[config.mk]
export PLATFORM = sky130hd
export DESIGN_NAME = stream_rd_engine
export DESIGN_NICKNAME = d
export VERILOG_FILES = /design/src/rtl/stream_pkg.sv /design/src/rtl/stream_fifo.sv /design/src/rtl/stream_ctl.sv /design/src/rtl/stream_track.sv /design/src/rtl/stream_rd_engine.sv
export SDC_FILE = /design/constraint.sdc
export NUM_CORES = 1
export LEC_CHECK = 0
export ABC_AREA = 1
export CORE_UTILIZATION = 50
export CTS_BUF_LIST = sky130_fd_sc_hd__clkbuf_16
export CTS_CLUSTER_DIAMETER = 60
export DETAILED_ROUTE_END_ITERATION = 8
export PLACE_DENSITY = 0.7
export SYNTH_ARGS = -nofsm -noshare
export SYNTH_HDL_FRONTEND = slang
export SYNTH_SLANG_ARGS = --single-unit
[constraint.sdc]
create_clock -name clk -period 5.3 [get_ports clk]
set_input_delay 1.06 -clock clk [delete_from_list [all_inputs] [get_ports clk]]
set_output_delay 1.06 -clock clk [all_outputs]
set_load 0.02 [all_outputs]
[src/rtl/stream_pkg.sv]
package stream_pkg;

    typedef enum logic [1:0] {
        SEL_ADDR   = 2'd0,
        SEL_COUNT  = 2'd1,
        SEL_STATUS = 2'd2,
        SEL_NONE   = 2'd3
    } reg_sel_e;

    localparam int WORD_BYTES = 4;
    localparam int STAT_UNDERFLOW = 0;
    localparam int STAT_BUSY      = 1;

    typedef struct packed {
        logic        we;
        reg_sel_e    sel;
        logic [31:0] wdata;
    } reg_cmd_t;

    typedef struct packed {
        logic        valid;
        logic [31:0] data;
    } flash_rsp_t;

    function automatic logic [31:0] status_word(input logic underflow, input logic busy);
        logic [31:0] w;
        w = '0;
        w[STAT_UNDERFLOW] = underflow;
        w[STAT_BUSY]      = busy;
        return w;
    endfunction

endpackage

[src/rtl/stream_fifo.sv]
module stream_fifo #(
    parameter int W = 32,
    parameter int DEPTH = 8,
    localparam int PW = $clog2(DEPTH),
    localparam int LW = $clog2(DEPTH + 1)
) (
    input  logic          clk,
    input  logic          rst,
    input  logic          push,
    input  logic [W-1:0]  push_data,
    input  logic          pop,
    output logic [W-1:0]  head,
    output logic [LW-1:0] level,
    output logic          empty,
    output logic          full
);
    logic [W-1:0]  mem [DEPTH];
    logic [PW-1:0] wp, rp;
    logic          do_push, do_pop;

    function automatic logic [PW-1:0] bump(input logic [PW-1:0] p);
        return (p == PW'(DEPTH - 1)) ? '0 : p + 1'b1;
    endfunction

    always_comb begin
        empty   = (level == '0);
        full    = (level == LW'(DEPTH));
        do_push = push && !full;
        do_pop  = pop && !empty;
        head    = empty ? '0 : mem[rp];
    end

    always_ff @(posedge clk) begin
        if (do_push) mem[wp] <= push_data;
    end

    always_ff @(posedge clk) begin
        if (rst) begin
            wp    <= '0;
            rp    <= '0;
            level <= '0;
        end else begin
            if (do_push) wp <= bump(wp);
            if (do_pop)  rp <= bump(rp);
            case ({do_push, do_pop})
                2'b10:   level <= level + 1'b1;
                2'b01:   level <= level - 1'b1;
                default: level <= level;
            endcase
        end
    end
endmodule

[src/rtl/stream_ctl.sv]
module stream_ctl
    import stream_pkg::*;
#(
    parameter int ADDR_W = 24,
    parameter int CNT_W = 22
) (
    input  logic              clk,
    input  logic              rst,
    input  reg_cmd_t          cmd,
    input  logic              issue,
    output logic [ADDR_W-1:0] addr_q,
    output logic [CNT_W-1:0]  cnt_q,
    output logic              hold,
    output logic              abort
);
    logic addr_wr, cnt_wr;

    always_comb begin
        addr_wr = cmd.we && (cmd.sel == SEL_ADDR);
        cnt_wr  = cmd.we && (cmd.sel == SEL_COUNT);
        hold    = addr_wr || cnt_wr;
        abort   = cnt_wr && (cmd.wdata[CNT_W-1:0] == '0);
    end

    always_ff @(posedge clk) begin
        if (rst) begin
            addr_q <= '0;
            cnt_q  <= '0;
        end else begin
            if (addr_wr)
                addr_q <= {cmd.wdata[ADDR_W-1:2], 2'b00};
            else if (issue)
                addr_q <= addr_q + ADDR_W'(WORD_BYTES);

            if (cnt_wr)
                cnt_q <= cmd.wdata[CNT_W-1:0];
            else if (issue)
                cnt_q <= cnt_q - 1'b1;
        end
    end
endmodule

[src/rtl/stream_track.sv]
module stream_track #(
    parameter int DEPTH = 8,
    parameter int MAX_INFLIGHT = 4,
    localparam int LW = $clog2(DEPTH + 1),
    localparam int IW = $clog2(MAX_INFLIGHT + 1)
) (
    input  logic          clk,
    input  logic          rst,
    input  logic          want,
    input  logic          fg_busy,
    input  logic [LW-1:0] fifo_level,
    input  logic          abort,
    input  logic          fl_valid,
    output logic          issue,
    output logic          push,
    output logic [IW-1:0] live_q,
    output logic [IW-1:0] drop_q
);
    logic credit_ok, slot_ok, rsp_any, rsp_drop, rsp_keep;

    always_comb begin
        credit_ok = (int'(fifo_level) + int'(live_q)) < DEPTH;
        slot_ok   = (int'(live_q) + int'(drop_q)) < MAX_INFLIGHT;
        issue     = want && !fg_busy && credit_ok && slot_ok && !abort;
        rsp_any   = fl_valid && ((live_q != '0) || (drop_q != '0));
        rsp_drop  = rsp_any && (drop_q != '0);
        rsp_keep  = rsp_any && (drop_q == '0);
        push      = rsp_keep && !abort;
    end

    always_ff @(posedge clk) begin
        if (rst) begin
            live_q <= '0;
            drop_q <= '0;
        end else if (abort) begin
            live_q <= '0;
            drop_q <= drop_q + live_q - IW'(rsp_any);
        end else begin
            live_q <= live_q + IW'(issue) - IW'(rsp_keep);
            drop_q <= drop_q - IW'(rsp_drop);
        end
    end
endmodule

[src/rtl/stream_rd_engine.sv]
module stream_rd_engine
    import stream_pkg::*;
#(
    parameter int ADDR_W = 24,
    parameter int CNT_W = 22,
    parameter int FIFO_DEPTH = 8,
    parameter int MAX_INFLIGHT = 4,
    localparam int LVL_W = $clog2(FIFO_DEPTH + 1),
    localparam int IF_W = $clog2(MAX_INFLIGHT + 1)
) (
    input  logic              clk,
    input  logic              rst,
    input  logic              reg_we,
    input  logic [1:0]        reg_sel,
    input  logic [31:0]       reg_wdata,
    output logic [31:0]       reg_rdata,
    input  logic              fg_busy,
    output logic              fl_req,
    output logic [ADDR_W-1:0] fl_addr,
    input  logic              fl_valid,
    input  logic [31:0]       fl_rdata,
    input  logic              aux_rd,
    output logic [31:0]       aux_rdata,
    output logic [LVL_W-1:0]  aux_level
);
    reg_cmd_t          cmd;
    flash_rsp_t        rsp;
    logic [ADDR_W-1:0] addr_q;
    logic [CNT_W-1:0]  cnt_q;
    logic              hold, abort, issue, push, want;
    logic [IF_W-1:0]   live_q, drop_q;
    logic              fifo_empty, fifo_full;
    logic [31:0]       fifo_head;
    logic              underflow_q, uf_clear;

    always_comb begin
        cmd.we    = reg_we;
        cmd.sel   = reg_sel_e'(reg_sel);
        cmd.wdata = reg_wdata;
        rsp.valid = fl_valid;
        rsp.data  = fl_rdata;
        want      = (cnt_q != '0) && !hold;
    end

    stream_ctl #(.ADDR_W(ADDR_W), .CNT_W(CNT_W)) u_ctl (
        .clk(clk), .rst(rst), .cmd(cmd), .issue(issue),
        .addr_q(addr_q), .cnt_q(cnt_q), .hold(hold), .abort(abort)
    );

    stream_track #(.DEPTH(FIFO_DEPTH), .MAX_INFLIGHT(MAX_INFLIGHT)) u_track (
        .clk(clk), .rst(rst), .want(want), .fg_busy(fg_busy),
        .fifo_level(aux_level), .abort(abort), .fl_valid(rsp.valid),
        .issue(issue), .push(push), .live_q(live_q), .drop_q(drop_q)
    );

    stream_fifo #(.W(32), .DEPTH(FIFO_DEPTH)) u_fifo (
        .clk(clk), .rst(rst), .push(push), .push_data(rsp.data),
        .pop(aux_rd), .head(fifo_head), .level(aux_level),
        .empty(fifo_empty), .full(fifo_full)
    );

    always_comb begin
        fl_req    = issue;
        fl_addr   = addr_q;
        aux_rdata = fifo_head;
        uf_clear  = cmd.we && (cmd.sel == SEL_STATUS) && cmd.wdata[STAT_UNDERFLOW];
    end

    always_ff @(posedge clk) begin
        if (rst)
            underflow_q <= 1'b0;
        else if (aux_rd && fifo_empty)
            underflow_q <= 1'b1;
        else if (uf_clear)
            underflow_q <= 1'b0;
    end

    always_comb begin
        case (cmd.sel)
            SEL_ADDR:   reg_rdata = 32'(addr_q);
            SEL_COUNT:  reg_rdata = 32'(cnt_q);
            SEL_STATUS: reg_rdata = status_word(underflow_q, (cnt_q != '0) || (live_q != '0));
            default:    reg_rdata = '0;
        endcase
    end
endmodule

# After elaboration in Yosys (flattened, before gate mapping)
# Memories as Yosys holds them, arrays and structs flattened. A register that Yosys moved wholly into a read port is not among the register bits.
# Cells that the tools add are included.
# classes
n_addsub	13
order_cmp	2
eq_ne	7
n_mux	16
n_reduce_logical	38
# op_table
cell	count
case mux 24 bit (3 select lines)	1
two-way mux 24 bit	2
two-way mux 22 bit	2
less-than comparator 32 x 4 -> 1 bit (second input constant)	1
less-than comparator 32 x 5 -> 1 bit (second input constant)	1
two-way mux 32 bit	1
adder 24 x 3 -> 24 bit (second input constant)	1
logical NOT 22 bit	1
nonzero test 22 bit	1
subtractor 22 x 1 -> 22 bit (second input constant)	1
logical AND 1 bit	17
two-way mux 3 bit	5
subtractor 3 x 1 -> 3 bit	3
case mux 4 bit (2 select lines)	1
nonzero test 2 bit	4
adder 3 x 1 -> 3 bit (second input constant)	2
equality test 3 bit (second input constant)	2
nonzero test 3 bit	2
adder 4 x 3 -> 5 bit	1
logical NOT 1 bit	5
adder 3 x 3 -> 4 bit	1
adder 4 x 1 -> 4 bit (second input constant)	1
equality test 2 x 1 -> 1 bit (second input constant)	2
equality test 2 bit (second input constant)	2
other kinds (10)	16
# totals
register_bits	63
mem_bits_rw	256
input_bits	72
out_inout_bits	93
memories	1
# memory_table
name	depth	width	rd	rd_ports_with_merged_regs	write_ports	line	source
u_fifo.mem	8	32	1	1	1	stream_fifo.sv:17	logic [W-1:0] mem [DEPTH];

# Longest topological paths before layout
# depth
word_depth	11
depth_mapped	16

# Hierarchy
# A second synthesis with hierarchy kept.
# hier_totals
hier_cells	1505
hier_area_um2	14820.5
# modules_own_cells
mod	n_inst	cells_per_inst	area_per_inst_um2	seq_area_each_um2
stream_fifo	1	851	10726.5	7947.6
stream_ctl	1	492	3022.9	880.8
stream_track	1	77	566.8	120.1
stream_rd_engine	1	85	504.2	20.0

# Worst setup path after synthesis
# Ideal clock, no wire load.
# synth_path
kind	input -> register
from	input port reg_sel[0]
to	memory u_fifo.mem[6][0], enable pin
t_arrival_ps	3889
slack_ps	949
path_stages	8
n_path_buf	1
path_cell_list	inv_1 -> nor2_2 -> nand2_2 -> nor2_4 -> nand3_2 -> nand2_2 -> buf_6 -> nor3_1
# synth_between
elab_chain_cells	8
# synth_lines
element	line	source
start, declared	stream_rd_engine.sv:14	input logic [1:0] reg_sel,
equality test 2 x 1 -> 1 bit	stream_ctl.sv:20	cnt_wr = cmd.we && (cmd.sel == SEL_COUNT);
logical AND 1 bit	stream_ctl.sv:20	
logical AND 1 bit	stream_ctl.sv:22	abort = cnt_wr && (cmd.wdata[CNT_W-1:0] == '0);
logical NOT 1 bit	stream_track.sv:28	push = rsp_keep && !abort;
logical AND 1 bit	stream_track.sv:28	
logical AND 1 bit	stream_fifo.sv:28	do_push = push && !full;
two-way mux 1 bit	stream_fifo.sv:34	if (do_push) mem[wp] <= push_data;
two-way mux 1 bit (implied by the code)	stream_fifo.sv:34	
end, declared	stream_fifo.sv:17	
# No other way between the ends.

==> run summary <==
The run finished with clean final reports. The run gives 1756 as the count of nets after finishing. After synthesis the cells add up to 15000 um^2.

The share of total power in combinational logic came out at 41.0%. After clock tree synthesis, the clock-pin slew on the worst setup and hold paths is 0.06 ns. The post-detailed-route via-to-cell ratio was 5.55; the number of gates given a new drive strength after cts was 0. Clock skew on the completed layout was measured at 0.0108 ns.

Average instance area after synthesis: 9.74 um^2. By area the synthesized netlist is led by sky130_fd_sc_hd__edfxtp_1 51%, sky130_fd_sc_hd__nor2_1 9.1%, sky130_fd_sc_hd__dfxtp_1 8.5%, sky130_fd_sc_hd__nand2_1 5.9%, sky130_fd_sc_hd__o21ai_0 4.6%. The post-place setup slack came out at 1.07 ns.

The overall power of the completed layout came out at 9510 uW. During placement, the flow inserted port buffers numbering 146. Across all setup checks in the final design, the least slack found is 0.638 ns. Entering global routing, the biggest net connects 76 pins. The tools report the launch point of the worst hold path as underflow_q. The fraction of final layout cells sized beyond drive strength 1 is 7.36%, and the gate count after technology mapping is 1539. The clock drives 320 sinks. The hold path depth came out at 2. The run gives 0.983 as the final weighted congestion in routability-driven placement. The dominant cell type by area after synthesis is sky130_fd_sc_hd__edfxtp_1. The arrival time at the worst endpoint is 3.60 ns, and the hold violation total from the final report is 0. The internal power of the cells totals 5780 uW.

STA classifies the critical path endpoint as an output pin. The run gives 0 as the number of remaining DRC errors. The category of the most critical setup path is reg -> out. In this run the power spent charging and discharging nets is 3730 uW. Leaving out fill and tap cells, the most frequent cell in the layout is sky130_fd_sc_hd__nor2_1.

For the core footprint, the log shows 29600 um^2. The worst hold path belongs to the class reg -> reg. Final count of pins violating max slew: 0. The clock network accounts for 24.5% of the total power. Count of unique library cells instantiated by Yosys: 41. Setup total negative slack on the finished layout was measured at 0 ns. In this run switching power makes up 39.2% of total power. Clock tree synthesis selected as its root buffer the cell sky130_fd_sc_hd__clkbuf_16.

The worst register-to-register path ends at u_ctl.addr_q[22]. For the tightest slew margin relative to the limit, the log shows 46.1%. The wire length on met2 was 17400 um; the detailed placement HPWL was 23300 um. The tools report the H-tree depth as 2. The first-pass GRT wire length came out at 58800 um.

In the detailed route, the total length drawn on met3 is 2560 um. After detailed routing, the wire length on met1 is 17100 um. Highest metal layer used by the detailed router: met4. STA classifies the critical path startpoint as a register.

Setup repair after global routing left no endpoint under its margin. At the pin with the least slew margin, the transition time is 0.806 ns. For the number of non-filler instances in the completed layout, the log shows 2076. The cell repeated most along the worst path was sky130_fd_sc_hd__nor2_1.

The required time reported for the critical path endpoint is 4.24 ns. The total setup violations reported at the end of the flow is 0, and the clock insertion delay at the later pin of the skew report is 0.51 ns. The number of antenna violations at the first check in global routing is 2, and the width of the chip is 175 um. The average routed wire per standard cell works out to 18.4 um. The minimum period implied by the final worst setup slack was 4.66 ns. After the first detailed-routing iteration, the DRC count stood at 1013.

The run gives 7 as the first-pass iteration count of the detailed router. TritonCTS built the clock tree. The logs give 3 for the number of buffers on the longest clock path and 0 for the remaining global-route overflow. The max-cap check violation count is 0, and the count of state elements after synthesis is 320. The largest single stage delay on the critical path is 0.74 ns. In the layout the commonest cells are 364 x sky130_fd_sc_hd__nor2_1, 256 x sky130_fd_sc_hd__edfxtp_1, 234 x sky130_fd_sc_hd__nand2_1.

Counting tap cells, the placed design contains a total of 2015 instances. The initial utilization of the core area, before any placement, comes to 50.7%. The tools report the final routed wirelength across all metal layers as 38100 um. The largest fanout on the critical path was 58.

Traced cell by cell, the critical path runs through clkinv_2 > buf_4 > nor2_1 > o32ai_1 > o21ai_0 > nor2_1 > clkdlybuf4s50_1. The die covers 30700 um^2. The cell count of the worst reg-to-reg path came out at 9.

The slowest library cell on the worst path is sky130_fd_sc_hd__dfxtp_4. For the row count, the log shows 63. For this design, the CTS-stage hold fixing added 0 buffers. The area growth from synthesis to layout is 18.6%. The fmax was 214 MHz; the die height was 175 um.

Global routing used 24.6% of the available tracks. The worst register-to-register path has a setup slack of 2.30 ns. The tools report the number of post-CTS setup repair buffers as 0. Sequential cells were found to cover 59.8% of the synthesized design area. In the finished design, the share of the clock period the worst path needs comes to 88.0%. The core utilization of the finished layout was 60.2%; the count of antenna-violating nets left after detailed routing was 0. Summing over every cut layer, the via total after detailed routing is 11500. The share of total power dissipated in sequential elements is 34.5%. Number of global-route vias before repair: 10800.

In this run the biggest area consumer among cell types represents 51.3% of the synthesized area. Yosys printed 0 warnings. Largest voltage drop on the vdd net: 370 uV. Buffers inserted during clock tree synthesis total 35. The power per cell area came out at 535 nW/um^2. The worst register-to-register path begins at u_ctl.cnt_q[0]. Pin placement for this block handled 165 I/O pins. The run gives 0.00638 uW as the leakage power of the design. The most critical setup path has its endpoint at aux_rdata[22].
## state kept, by name (all words and copies together), names as in the netlist, named ones only
signal and flops:
u_fifo.rp 3, u_fifo.level 4, underflow_q 1, u_track.drop_q 3, u_track.live_q 3, u_ctl.addr_q 22
u_fifo.wp 3, u_fifo.mem 256, u_ctl.cnt_q 22
## final cells by class
type                            count  area [um^2]
Clock buffer                       36          901
Clock inverter                     24          199
Antenna cell                        1         2.50
Sequential cell                   320         8980
Multi-Input combinational cell   1047         5250
Timing Repair Buffer              166         1620
Fill cell                        2462        11800
Tap cell                          390          488
Inverter                           92          347
## cells by family (layout without fill, tap and decap cells)
kind of cell,count (synthesis),count (layout),synth area share (%)
DFF,320,320,59.8
adders and majority gates,22,22,1.94
xor gates and xnor gates,25,25,1.46
other,1,11,0.0250
and+or+nand+nor,729,729,20.5
AOI/OAI and AO/OA,261,261,10.6
buffers and inverters,181,318,5.65
## worst max-delay path: cells and delay by family (launching register included)
kind	cells	cell delay, ns
AO/OA/AOI/OAI	2	0.37
AND/OR/NAND/NOR	2	0.20
buffers and inverters	3	1.77
flip-flops	1	0.74
## metrics by stage
stage | hold slack (ns) | area, um^2
finish | 0.479 | 17800
global placement | 0.460 | 16700
floorplan | 0.439 | 15000
detailed placement | 0.461 | 16700
CTS | 0.477 | 17800
global route | 0.509 | 17800
## how the worst min path moves through the flow
stage / end
floorplan: underflow_q
global placement: underflow_q
detailed placement: underflow_q
CTS: underflow_q
global route: underflow_q
finish: underflow_q
## per-layer routing
layer / up-vias / track usage (%)
met3: 72 / 3.87
met2: 410 / 38.7
met1: 5494 / 35.0
li1: 5541 / -
met4: 0 / 7.72
met5: - / 0
## synthesized netlist by cell type (all sizes together)
library cell  count
o22ai            12
clkbuf           46
nand4            12
a21oi            41
nor2            377
or2               2
ha               20
fa                2
o211a             1
o32ai            64
xor2             18
o21ai           138
clkinv            1
edfxtp          256
buf              43
nand3            81
nor3             16
a211oi            2
conb              1
a31oi             2
xnor2             7
o21bai            1
inv              91
nand2           241
dfxtp            64
## power groups by stage
stage | logic [uW] | clock network, uW | registers [uW]
2_1_floorplan | 2710 | 0 | 3210
3_3_place_gp | 3790 | 0 | 3320
3_5_place_dp | 3860 | 0 | 3330
4_1_cts | 3890 | 2370 | 3270
5_1_grt | 4330 | 2460 | 3320
6_report | 3900 | 2330 | 3280
Note: power is estimated with default switching activity, not from simulation.
